File: src/rtl/flash_seq_pkg.sv
package flash_seq_pkg;
  localparam logic [3:0] OP_PAGE_ERASE = 4'b0011;
  localparam logic [3:0] OP_DWORD_PROG = 4'b0001;

  typedef struct packed {
    logic launch;  // legal start accepted
    logic reject;  // illegal start attempt
    logic finish;  // array reported done
    logic abort;   // budget expired
  } seqStrobes_t;
endpackage

File: src/rtl/flash_seq_ctrl.sv
module flash_seq_ctrl
  import flash_seq_pkg::*;
#(
  parameter int TIMEOUT = 64,
  parameter int WAKE    = 8
) (
  input  logic        clk,
  input  logic        sysRstN,
  input  logic        regWrEn,
  input  logic        wrStart,
  input  logic        wrEnable,
  input  logic [3:0]  wrOp,
  input  logic        busy,
  input  logic        standbyBit,
  input  logic        arrDone,
  input  logic        sleepReq,
  output seqStrobes_t strobes,
  output logic        sleepAck,
  output logic        arrStandby,
  output logic        arrReady
);
  localparam int TW = (TIMEOUT > 1) ? $clog2(TIMEOUT) : 1;
  localparam int WW = $clog2(WAKE + 1);
  localparam logic [TW-1:0] TMO_LAST = TW'(TIMEOUT - 1);

  logic [TW-1:0] tmoCnt;
  logic [WW-1:0] wakeCnt;
  logic          standbyQ;
  logic          startReq, legalReq, budgetOut;

  always_comb begin
    startReq  = regWrEn && wrStart && !busy;
    legalReq  = wrEnable && (wrOp == OP_PAGE_ERASE || wrOp == OP_DWORD_PROG);
    budgetOut = (tmoCnt == TMO_LAST);
    strobes.launch = startReq && legalReq;
    strobes.reject = startReq && !legalReq;
    strobes.finish = busy && arrDone;
    strobes.abort  = busy && !arrDone && budgetOut;
  end

  always_ff @(posedge clk or negedge sysRstN) begin
    if (!sysRstN) tmoCnt <= '0;
    else if (strobes.launch) tmoCnt <= '0;
    else if (busy && !arrDone && !budgetOut) tmoCnt <= tmoCnt + 1'b1;
  end

  assign sleepAck   = sleepReq && !busy;
  assign arrStandby = sleepAck && standbyBit;

  always_ff @(posedge clk or negedge sysRstN) begin
    if (!sysRstN) begin
      standbyQ <= 1'b0;
      wakeCnt  <= '0;
    end else begin
      standbyQ <= arrStandby;
      if (standbyQ && !arrStandby) wakeCnt <= WW'(WAKE);
      else if (wakeCnt != '0)      wakeCnt <= wakeCnt - 1'b1;
    end
  end

  assign arrReady = !arrStandby && !standbyQ && (wakeCnt == '0);
endmodule

File: src/rtl/flash_seq_dp.sv
module flash_seq_dp
  import flash_seq_pkg::*;
#(
  parameter int AW        = 16,
  parameter int PAGE_BITS = 6
) (
  input  logic          clk,
  input  logic          sysRstN,
  input  logic          porN,
  input  logic          regWrEn,
  input  logic          wrEnable,
  input  logic          wrErr,
  input  logic          wrStandby,
  input  logic [3:0]    wrOp,
  input  logic [AW-1:0] tgtAddr,
  input  seqStrobes_t   strobes,
  output logic [15:0]   regRdData,
  output logic          busy,
  output logic          standbyBit,
  output logic          arrStart,
  output logic          arrErase,
  output logic [AW-1:0] arrAddr
);
  localparam logic [AW-1:0] PAGE_MASK = ~AW'((1 << PAGE_BITS) - 1);
  localparam logic [AW-1:0] DW_MASK   = ~AW'(1);

  logic       startQ, enableQ, errQ, standbyQ;
  logic [3:0] opQ;
  logic       isErase;

  assign isErase = (wrOp == OP_PAGE_ERASE);

  // Warm-resettable state
  always_ff @(posedge clk or negedge sysRstN) begin
    if (!sysRstN) begin
      startQ   <= 1'b0;
      enableQ  <= 1'b0;
      opQ      <= '0;
      arrStart <= 1'b0;
      arrErase <= 1'b0;
      arrAddr  <= '0;
    end else begin
      arrStart <= strobes.launch;
      if (strobes.launch)                        startQ <= 1'b1;
      else if (strobes.finish || strobes.abort)  startQ <= 1'b0;
      if (regWrEn && !startQ) begin
        enableQ <= wrEnable;
        opQ     <= wrOp;
      end
      if (strobes.launch) begin
        arrErase <= isErase;
        arrAddr  <= tgtAddr & (isErase ? PAGE_MASK : DW_MASK);
      end
    end
  end

  // Power-on-only state
  always_ff @(posedge clk or negedge porN) begin
    if (!porN) begin
      errQ     <= 1'b0;
      standbyQ <= 1'b0;
    end else begin
      if (strobes.reject || strobes.abort) errQ <= 1'b1;
      else if (regWrEn && !wrErr)          errQ <= 1'b0;
      if (regWrEn) standbyQ <= wrStandby;
    end
  end

  assign busy       = startQ;
  assign standbyBit = standbyQ;
  assign regRdData  = {startQ, enableQ, errQ, standbyQ, 8'h00, opQ};
endmodule

File: src/rtl/flash_seq_top.sv
module flash_seq_top
  import flash_seq_pkg::*;
#(
  parameter int AW        = 16,
  parameter int PAGE_BITS = 6,
  parameter int TIMEOUT   = 64,
  parameter int WAKE      = 8
) (
  input  logic          clk,
  input  logic          porN,
  input  logic          rstN,
  input  logic          regWrEn,
  input  logic [15:0]   regWrData,
  output logic [15:0]   regRdData,
  input  logic [AW-1:0] tgtAddr,
  output logic          busy,
  output logic          arrStart,
  output logic          arrErase,
  output logic [AW-1:0] arrAddr,
  input  logic          arrDone,
  input  logic          sleepReq,
  output logic          sleepAck,
  output logic          arrStandby,
  output logic          arrReady
);
  seqStrobes_t strobes;
  logic        sysRstN, standbyBit;
  logic        unusedBits;

  assign sysRstN    = rstN && porN;
  assign unusedBits = ^regWrData[11:4];

  flash_seq_ctrl #(.TIMEOUT(TIMEOUT), .WAKE(WAKE)) ctrl_i (
    .clk(clk), .sysRstN(sysRstN), .regWrEn(regWrEn),
    .wrStart(regWrData[15]), .wrEnable(regWrData[14]), .wrOp(regWrData[3:0]),
    .busy(busy), .standbyBit(standbyBit), .arrDone(arrDone), .sleepReq(sleepReq),
    .strobes(strobes), .sleepAck(sleepAck), .arrStandby(arrStandby), .arrReady(arrReady)
  );

  flash_seq_dp #(.AW(AW), .PAGE_BITS(PAGE_BITS)) dp_i (
    .clk(clk), .sysRstN(sysRstN), .porN(porN), .regWrEn(regWrEn),
    .wrEnable(regWrData[14]), .wrErr(regWrData[13]), .wrStandby(regWrData[12]),
    .wrOp(regWrData[3:0]), .tgtAddr(tgtAddr), .strobes(strobes),
    .regRdData(regRdData), .busy(busy), .standbyBit(standbyBit),
    .arrStart(arrStart), .arrErase(arrErase), .arrAddr(arrAddr)
  );
endmodule

File: config.mk
export PLATFORM = sky130hd
export DESIGN_NAME = flash_seq_top
export DESIGN_NICKNAME = d
export VERILOG_FILES = /design/src/rtl/flash_seq_pkg.sv /design/src/rtl/flash_seq_ctrl.sv /design/src/rtl/flash_seq_dp.sv /design/src/rtl/flash_seq_top.sv
export SDC_FILE = /design/constraint.sdc
export NUM_CORES = 1
export LEC_CHECK = 0
export BUFFER_PORTS_ARGS = -buffer_cell sky130_fd_sc_hd__buf_2
export CAP_MARGIN = 25
export CELL_PAD_IN_SITES_DETAIL_PLACEMENT = 1
export CELL_PAD_IN_SITES_GLOBAL_PLACEMENT = 2
export CORE_MARGIN = 4
export CORE_UTILIZATION = 29
export CTS_BUF_LIST = sky130_fd_sc_hd__clkbuf_8
export DETAILED_ROUTE_END_ITERATION = 10
export GPL_ROUTABILITY_DRIVEN = 0
export GPL_TIMING_DRIVEN = 1
export MAX_ROUTING_LAYER = met4
export PLACE_DENSITY_LB_ADDON = 0.25
export SLEW_MARGIN = 10
export SYNTH_ARGS = -nofsm -noshare
export SYNTH_HDL_FRONTEND = slang
export SYNTH_SLANG_ARGS = --single-unit
File: constraint.sdc
create_clock -name clk -period 2.1 [get_ports clk]
set_input_delay 0.42 -clock clk [delete_from_list [all_inputs] [get_ports clk]]
set_output_delay 0.42 -clock clk [all_outputs]
set_load 0.1 [all_outputs]
==> results.json <==
{
  "status": "finished clean",
  "rsz0062_at_grt": "yes",
  "sequentialPowerShare_pct": 33.8,
  "grt_pass1_wl_mm": 6.913,
  "cp-start-kind": "register",
  "fin_crit_sh_pct": 98.18,
  "antenna_found_initial": 0,
  "cts_buffer_depth": 2,
  "cts_htree_levels": 2,
  "internal_power_uw": 1452,
  "dieWidth_um": 84.38,
  "vdd_drop_max_mv": 0.5230,
  "reg2reg_setup_slack_ns": 0.47,
  "switchingPower_uw": 1173,
  "setup_viol": 0,
  "power.density_nw_per_um2": 1209,
  "fillCellCount": 626,
  "design_area_um2": 2171,
  "worstPathCellList": "inv_1 -> ha_2 -> or3b_4 -> nor3_4 -> buf_12",
  "worstSetupEndpointType": "primary output",
  "fin_cells": 275,
  "ys_seq_area_share_pct": 53.25,
  "cts_root_buffer": "clkbuf_8",
  "wl_mm": 4.134,
  "ys_types": 35,
  "start_util_pct": 30.35,
  "syn_area_um2": 1692,
  "required_ns": 1.68,
  "die_h_um": 84.38,
  "crit_slowest_cell": "or3b_4",
  "synth-seq-cells": 36,
  "timing.setup.tns_ns": 0,
  "vias": 1252,
  "cp_max_fo": 2,
  "area_growth_pct": 28.33,
  "p_leak_uw": 0.001129,
  "utilization_pct": 38.95,
  "clock_power_share_pct": 23.3,
  "max_freq_ghz": 0.4850,
  "globalRoute.totalOverflow": 0,
  "dieArea_um2": 7119,
  "grt_usage_pct": 12.52,
  "synth_top_area_cell": "dfrtp_1",
  "cts.sinks": 36,
  "min_period_ns": 2.062,
  "synth_top_cell_area_share_pct": 53.25,
  "timing_hold_violations_final": 0,
  "cp.arrival_ns": 1.64,
  "first_pass_iters": 4,
  "crit_family": "simple AND/OR/NAND/NOR gates",
  "drc": 0,
  "postRouteAntennaNets": 0,
  "grt_max_degree": 35,
  "hpwlAfterDp_mm": 3.201,
  "slew_violations": 0,
  "synthTopCellsByArea": "dfrtp_1 53%, mux2_2 9.3%, buf_4 5.8%, o21ai_0 4.1%, nand2b_1 3.3%",
  "switching_share_pct": 44.69,
  "std_cell_rows": 27,
  "clock_skew_ns": 0.005795,
  "slew-limit-headroom_pct": 66.48,
  "path_clk_slew_ns": 0.08,
  "cts_tree": "built",
  "multi_input_area_um2": 696.9,
  "slowest_delay_ns": 0.39,
  "pwr-share-comb_pct": 42.9,
  "hold_path_class": "input port to asynchronous set/reset pin",
  "drtIter0Drc": 24,
  "maxCapViolations": 0,
  "crit_path_start": "ctrl_i.wakeCnt[1]",
  "diodes": 0,
  "r2r_cells": 4,
  "syn_avg_cell_area_um2": 12.17,
  "coreArea_um2": 5574,
  "syn_inst": 139,
  "routed_via_density": 4.553,
  "path_buf_inv": 2,
  "dp_cells": 262,
  "yosys_warnings": 0,
  "nets": 242,
  "regArea_um2": 902.1,
  "clk-insertion-delay-late_ns": 0.29,
  "critPathKind": "register to primary output",
  "final_layout_size_suffix_gt1_share_pct": 46.80,
  "first_global_vias": 1409,
  "worstReg2RegStart": "ctrl_i.tmoCnt[0]",
  "cts_buffers": 5,
  "tightest_slew_ns": 0.4976,
  "reg2reg_to": "ctrl_i.tmoCnt[0]",
  "placed_cell_area_um2": 2014,
  "portBuffers": 57,
  "num_io_pins": 76,
  "wire_per_inst_um": 15.03
}
==> what timing repair did <==
action	CTS	global route
pin swaps	2	0
gates resized for setup	2	0
setup endpoints to repair	1	1
endpoints found under the hold margin	2	0
cloned	0	0
hold buffers	1	0
buffers inserted	4	0
==> synth_stat cells, drive strengths merged <==
master / instances
and2: 1
or3: 1
nand3b: 2
inv: 4
buf: 16
ha: 2
nand2b: 10
o211ai: 1
and3: 1
a21oi: 3
a221o: 1
o21ai: 14
and3b: 2
a211oi: 2
mux2i: 3
nor2: 2
a211o: 1
nor2b: 3
nand4bb: 1
a41oi: 1
o2111a: 1
mux2: 17
nand2: 2
nor3: 6
and4b: 2
conb: 1
dfrtp: 36
xnor2: 1
nand3: 1
or3b: 1
==> placed cells by master (no fill, tap or decap), types with 2 or more instances in the layout <==
master / n
nand2_1: 2
nand2b_1: 9
nor2_1: 2
mux2_2: 14
conb_1: 9
a211oi_1: 2
mux2i_1: 3
nand3b_1: 2
nor2b_1: 2
dfrtp_1: 35
clkbuf_8: 5
a21oi_1: 3
buf_4: 6
inv_1: 4
buf_2: 56
and4b_1: 2
nor3_1: 5
mux2_4: 3
o21ai_0: 14
==> per-layer routing <==
metal | global-route usage (%) | wire length (um) | vias to the layer above
met5 | - | 0 | -
met4 | 4.317 | 61 | 0
met3 | 4.416 | 281 | 6
met2 | 21.02 | 2012 | 48
met1 | 13.81 | 1779 | 606
li1 | - | - | 592
==> worst max path at each step <==
stage	depth (start not counted)	slack, ns	endpoint
floorplan	2	-0.34	arrReady
global placement	5	0.11	arrReady
detailed placement	5	0.05	arrReady
CTS	5	0.01	arrReady
global route	5	-0.05	arrReady
finish	5	0.04	arrReady
==> power by group through the flow <==
stage	registers, uW	logic [uW]	clock network [uW]
finish	888	1130	611
global route	905	1190	659
CTS	889	1140	631
detailed placement	909	1070	0
global placement	895	1050	0
floorplan	1350	444	0
==> state kept, by name, summed over array words and instances, names as in the netlist <==
| register | count |
|---|---|
| ctrl_i.standbyQ | 1 |
| ctrl_i.tmoCnt | 6 |
| ctrl_i.wakeCnt | 4 |
| dp_i.arrAddr | 15 |
| dp_i.arrErase | 1 |
| dp_i.arrStart | 1 |
| dp_i.busy | 1 |
| dp_i.enableQ | 1 |
| dp_i.errQ | 1 |
| dp_i.opQ | 4 |
| dp_i.standbyBit | 1 |
==> cell type report <==
class,instances,area share [%]
clock inverters,3,1.960
inverters,4,0.6916
well taps,72,4.150
multi-input cells,91,32.10
clock buffers,5,3.170
flip-flops and latches,36,41.56
repair buffers,64,16.37
==> logic make-up (layout without fill, tap and decap cells) <==
kind of cell	after synthesis	after routing	synth area share (%)
AO/OA/AOI/OAI	24	24	8.654
adder cells (fa/ha/maj)	2	2	1.479
XOR/XNOR	1	1	0.5178
AND/OR/NAND/NOR	35	35	13.61
other	1	9	0.2217
buffers and inverters	20	76	8.505
flip-flops	36	36	53.25
multiplexers	20	20	13.76
==> through the flow <==
stage	total power [uW]	setup slack (ns)	hold WS, ns
after CTS	2661	0.01373	0.2894
after floorplan	1792	-0.3409	0.1244
after global routing	2759	-0.05476	0.3218
after global placement	1942	0.1089	0.2106
after detailed placement	1982	0.05174	0.2140
final	2625	0.03813	0.2765
==> worst register-to-register path, stage by stage (launching register included) <==
cell and delay, ns:
dfrtp_1 0.39, ha_1 0.25, nand3_1 0.19, o21ai_0 0.47
mux2i_1 0.25
No activity file was read; power rests on OpenSTA's default activity.
